[src/rtl/epp_gate.sv]
module epp_gate #(
  parameter int          LIM_W    = 8,
  parameter logic [7:0]  CTRL_RST = 8'hCC
) (
  input  logic             clk,
  input  logic             rst_n,
  input  logic [LIM_W-1:0] cfg_limit,
  input  logic             host_req,
  input  logic             host_we,
  input  logic [2:0]       host_addr,
  input  logic [1:0]       host_size,
  input  logic [31:0]      host_wdata,
  output logic             host_done,
  output logic [31:0]      host_rdata,
  output logic [7:0]       ctrl_q,
  output logic             ctrl_upd,
  output logic             dir_chg,
  output logic [7:0]       data_q,
  output logic             data_upd,
  output logic             per_req,
  output logic             per_addr_cyc,
  output logic             per_we,
  output logic [7:0]       per_wdata,
  input  logic             per_ack,
  input  logic [7:0]       per_rdata,
  input  logic [7:0]       per_status
);

  localparam logic [7:0] GATE_MASK = 8'h2F;
  localparam logic [7:0] GATE_WR   = 8'h04;
  localparam logic [7:0] GATE_RD   = 8'h24;
  localparam int         CW        = LIM_W + 1;

  typedef enum logic [1:0] {S_IDLE, S_REQ, S_GAP} st_t;

  st_t              st;
  logic [LIM_W-1:0] cnt;
  logic [1:0]       idx, last;
  logic [31:0]      wbuf;
  logic             tmo_q;
  logic [7:0]       ctrl_nv;
  logic             gate_ok, expire;
  logic [1:0]       last_nv;

  function automatic logic [31:0] ones_for(input logic [1:0] n);
    case (n)
      2'd0:    ones_for = 32'h0000_00FF;
      2'd1:    ones_for = 32'h0000_FFFF;
      default: ones_for = 32'hFFFF_FFFF;
    endcase
  endfunction

  assign ctrl_nv = host_wdata[7:0] | 8'hC0;
  assign gate_ok = host_we ? ((ctrl_q & GATE_MASK) == GATE_WR)
                           : ((ctrl_q & GATE_MASK) == GATE_RD);
  assign last_nv = (host_addr == 3'd3) ? 2'd0 :
                   (host_size == 2'd0) ? 2'd0 :
                   (host_size == 2'd1) ? 2'd1 : 2'd3;
  assign expire  = ({1'b0, cnt} + CW'(1)) >= {1'b0, cfg_limit};

  assign per_req   = (st == S_REQ);
  assign per_wdata = wbuf[idx*8 +: 8];

  always_ff @(posedge clk) begin
    if (!rst_n) begin
      st           <= S_IDLE;
      cnt          <= '0;
      idx          <= '0;
      last         <= '0;
      wbuf         <= '0;
      tmo_q        <= 1'b0;
      ctrl_q       <= CTRL_RST;
      data_q       <= 8'hFF;
      host_done    <= 1'b0;
      host_rdata   <= '0;
      ctrl_upd     <= 1'b0;
      dir_chg      <= 1'b0;
      data_upd     <= 1'b0;
      per_addr_cyc <= 1'b0;
      per_we       <= 1'b0;
    end else begin
      host_done <= 1'b0;
      ctrl_upd  <= 1'b0;
      dir_chg   <= 1'b0;
      data_upd  <= 1'b0;
      case (st)
        S_IDLE: if (host_req) begin
          host_rdata <= '0;
          case (host_addr)
            3'd0: begin
              host_done <= 1'b1;
              if (host_we) begin
                if (host_wdata[7:0] != data_q) begin
                  data_q   <= host_wdata[7:0];
                  data_upd <= 1'b1;
                end
              end else begin
                host_rdata <= {24'h0, ctrl_q[5] ? per_rdata : data_q};
              end
            end
            3'd1: begin
              host_done <= 1'b1;
              if (host_we) begin
                if (host_wdata[0]) tmo_q <= 1'b0;
              end else begin
                host_rdata <= {24'h0, per_status[7:1], tmo_q};
              end
            end
            3'd2: begin
              host_done <= 1'b1;
              if (host_we) begin
                if (ctrl_nv != ctrl_q) begin
                  ctrl_q   <= ctrl_nv;
                  ctrl_upd <= 1'b1;
                  dir_chg  <= ctrl_nv[5] ^ ctrl_q[5];
                end
              end else begin
                host_rdata <= {24'h0, ctrl_q};
              end
            end
            3'd3, 3'd4: begin
              if (!host_we) host_rdata <= ones_for(last_nv == 2'd3 ? 2'd2 : last_nv);
              if (gate_ok) begin
                st           <= S_REQ;
                cnt          <= '0;
                idx          <= '0;
                last         <= last_nv;
                wbuf         <= host_wdata;
                per_we       <= host_we;
                per_addr_cyc <= (host_addr == 3'd3);
              end else begin
                host_done <= 1'b1;
              end
            end
            default: begin
              host_done <= 1'b1;
              if (!host_we) host_rdata <= 32'h0000_00FF;
            end
          endcase
        end
        S_REQ: begin
          if (per_ack) begin
            if (!per_we) host_rdata[idx*8 +: 8] <= per_rdata;
            if (idx == last) begin
              st        <= S_IDLE;
              host_done <= 1'b1;
            end else begin
              st  <= S_GAP;
              idx <= idx + 2'd1;
            end
          end else if (expire) begin
            tmo_q     <= 1'b1;
            st        <= S_IDLE;
            host_done <= 1'b1;
          end else begin
            cnt <= cnt + 1'b1;
          end
        end
        S_GAP: begin
          st  <= S_REQ;
          cnt <= '0;
        end
        default: st <= S_IDLE;
      endcase
    end
  end

endmodule

[config.mk]
export PLATFORM = sky130hd
export DESIGN_NAME = epp_gate
export DESIGN_NICKNAME = d
export VERILOG_FILES = /design/src/rtl/epp_gate.sv
export SDC_FILE = /design/constraint.sdc
export NUM_CORES = 1
export LEC_CHECK = 0
export BUFFER_PORTS_ARGS = -buffer_cell sky130_fd_sc_hd__buf_2
export CAP_MARGIN = 20
export CORE_UTILIZATION = 35
export CTS_CLUSTER_SIZE = 40
export DETAILED_ROUTE_END_ITERATION = 16
export SYNTH_ARGS = -nofsm -noshare
export SYNTH_HDL_FRONTEND = slang
export SYNTH_SLANG_ARGS = --single-unit
[constraint.sdc]
create_clock -name clk -period 5.3 [get_ports clk]
set_input_delay 0.265 -clock clk [delete_from_list [all_inputs] [get_ports clk]]
set_output_delay 0.265 -clock clk [all_outputs]
set_load 0.02 [all_outputs]
==> flow_metrics.py <==
metrics = {
    "status": {
        "outcome": "completed",
    },
    "logic_synthesis": {
        "synth-edff-count": 0,
        "netlist_area_um2": 5120,
        "synth_common_cells": "nand2_1 (147), dfxtp_1 (99), a21oi_1 (75), o21ai_0 (45)",
        "ys_types": 56,
        "yosys.area.top_type": "dfxtp_1",
        "async_flop_share": 0,
        "synth_ff_type": "dfxtp_1",
        "ys_seq_area_frac": 0.387,
        "postSynthCellCount": 621,
        "synth_top_area_share": 0.387,
        "yosysMostFrequentCell": "nand2_1",
        "ys_ff_latch": 99,
        "yosys_warnings": 0,
        "yosys-top-cells-area": "dfxtp_1 (39%), nand2_1 (11%), a21oi_1 (7.3%)",
        "syn_avg_cell_area_um2": 8.25,
    },
    "finish": {
        "antenna_cells": 0,
        "layout-drive-gt1-share": 0.246,
        "utilization": 0.437,
        "area_delta_synth_final_pct": 20.2,
        "layout.nets": 807,
    },
    "setup_path": {
        "max_stage_delay_ps": 410,
        "critPathArrivalTime_ps": 3300,
        "path_max_fanout": 6,
        "critPathKind": "reg -> reg",
        "crit_top_cell": "and3_4",
        "cpMaxStageDelayCell": "dfxtp_1",
        "end_kind": "register",
        "cp.required_ps": 5570,
        "rr_worst_depth": 11,
        "start_kind": "register",
        "crit_chain": "nand3_1 -> or2_2 -> nor2_1 -> xnor2_1 -> inv_1 -> ha_1 -> and3_4 -> and3_4 -> a21oi_1 -> nand3_2 -> o32ai_1",
    },
    "clock_tree": {
        "clk_pin_slew_ps": 70,
        "cts_tree": "yes",
        "cts_hold_buffers": 0,
        "clockBufferDepth": 2,
        "cts_root_buf": "clkbuf_16",
        "cts_made_buffers": 9,
        "post_cts_resized": 0,
        "cts_setup_buffers": 0,
        "htreeDepth": 3,
        "clock_latency_ps": 360,
        "numClockSinks": 99,
    },
    "detailed_routing": {
        "routedWlPerCell_um": 15.5,
        "drt_iter0_markers": 333,
        "first_pass_iters": 7,
        "antenna_left": 0,
        "routed_wl_mm": 14.1,
        "vias": 4718,
        "via_per_inst": 5.20,
        "drc": 0,
    },
    "power": {
        "peakVddDrop_mv": 0.206,
        "p_leak_nw": 2.56,
        "cellPowerDensity_nw_per_um2": 304,
    },
    "sta": {
        "rsz0062_at_grt": "false",
        "maxSlewHeadroom": 0.363,
        "fmax_mhz": 330,
        "worst_slew_pin_slew_ps": 954,
        "fin_ws_ps": 2270,
        "drv_slew": 0,
        "finClkSkew_ps": 7.19,
        "fin_hold_ws_ps": 141,
        "hold_violations": 0,
        "finalCriticalPeriod_ps": 3030,
        "setup_violations": 0,
        "finalCritPeriodShare": 0.572,
        "fin_setup_tns_ps": 0,
    },
    "global_routing": {
        "grt_pass1_vias": 4392,
        "grt_busiest_layer": "met2",
        "grt_util_met1": 0.243,
        "grt_pass1_wl_mm": 21.9,
        "gr-usage-met3": 0.0521,
        "antenna_found_initial": 2,
        "grt_max_degree": 56,
        "use_met2": 0.305,
        "grt.overflow.total": 0,
        "grt_usage": 0.188,
    },
    "run": {
        "max_cap_violations": 0,
    },
    "worst_hold_path": {
        "hp-class": "in -> reg",
        "worstHoldPathCells": 3,
    },
    "floorplan": {
        "rows": 43,
        "die_h_um": 123,
        "core_um2": 14100,
        "die_w_um": 123,
        "start_util": 0.363,
        "die_area_um2": 15100,
        "io_pins": 129,
    },
    "placement": {
        "io_buffers": 125,
        "dp_hpwl_mm": 10.2,
        "pre_cts_ws_ps": 2220,
        "gp_congestion": 0.849,
    },
}
-- power breakdown --
group	switching, mW	total (mW)	leakage, nW	internal [mW]
Clock	0.307	0.773	0.172	0.467
Combinational	0.194	0.294	1.58	0.0992
Sequential	0.0233	0.807	0.805	0.784
-- placed cells by master, fill, tap and decap left out, drive strengths merged, types with 4 or more instances in the layout --
cell	instances
nand2	147
buf	128
dfxtp	99
a21oi	79
o21ai	51
inv	23
mux2i	21
ha	18
xnor2	17
nor2	14
nand3	13
a31oi	9
clkbuf	9
mux4	8
nor3	8
o211ai	7
mux2	7
nor2b	6
xor2	5
nor4	5
and3	5
and2	4
nand4	4
o32ai	4
a21o	4
nor3b	4
-- cells by family (layout without fill, tap and decap cells) --
group / after synthesis / in the layout / synth area share
buffers and inverters: 60 / 166 / 0.0540
DFF: 99 / 99 / 0.387
and+or+nand+nor: 220 / 220 / 0.197
other: 1 / 2 / 0.000732
muxes: 36 / 36 / 0.0916
AOI/OAI and AO/OA: 165 / 165 / 0.188
xor gates and xnor gates: 22 / 22 / 0.0376
adders and majority gates: 18 / 18 / 0.0440
-- metal layers --
| metal | vias up | part of all wire |
|---|---|---|
| met5 | - | 0.00071 |
| met4 | 2 | 0.012 |
| met3 | 16 | 0.053 |
| met2 | 124 | 0.47 |
| met1 | 2225 | 0.46 |
| li1 | 2351 | - |
-- sequential cells by signal, indices dropped and copies added, names as in the netlist --
name / cells
host_rdata: 32
wbuf: 32
cnt: 8
data_q: 8
ctrl_q: 6
idx: 2
last: 2
st: 2
ctrl_upd: 1
data_upd: 1
dir_chg: 1
host_done: 1
per_addr_cyc: 1
per_we: 1
tmo_q: 1
-- worst max-delay path: cells and delay by family (launching register included) --
kind | cells | cell delay (ps)
buf+inv | 1 | 70
xor+xnor | 1 | 170
flops | 1 | 410
simple gates | 6 | 1310
fa+ha+maj | 1 | 310
compound gates | 2 | 680
-- path summary, 6_finish.rpt --
path	slack (ps)	end	start
max	2270	cnt[6]$_SDFFE_PN0P_	cnt[2]$_SDFFE_PN0P_
min	140	wbuf[27]$_SDFFE_PN0P_	host_wdata[27]
min reg2reg	450	per_addr_cyc$_SDFFE_PN0P_	per_addr_cyc$_SDFFE_PN0P_
max reg2reg	2270	cnt[6]$_SDFFE_PN0P_	cnt[2]$_SDFFE_PN0P_
-- stage by stage --
step | total power, mW | std cells | area (um^2)
floorplan | 1.01 | 622 | 5120
global placement | 1.11 | 892 | 5800
detailed placement | 1.12 | 892 | 5800
CTS | 1.89 | 908 | 6150
global route | 1.95 | 908 | 6150
finish | 1.87 | 908 | 6150
-- cell type report --
type / instances / area (um^2)
clock buffers: 9 / 225
clock inverters: 7 / 124
fillers: 1420 / 7940
inverters: 22 / 82.6
multi-input cells: 463 / 2870
flip-flops and latches: 99 / 1980
well taps: 180 / 225
repair buffers: 128 / 648
(Power assumes the default switching activity.)
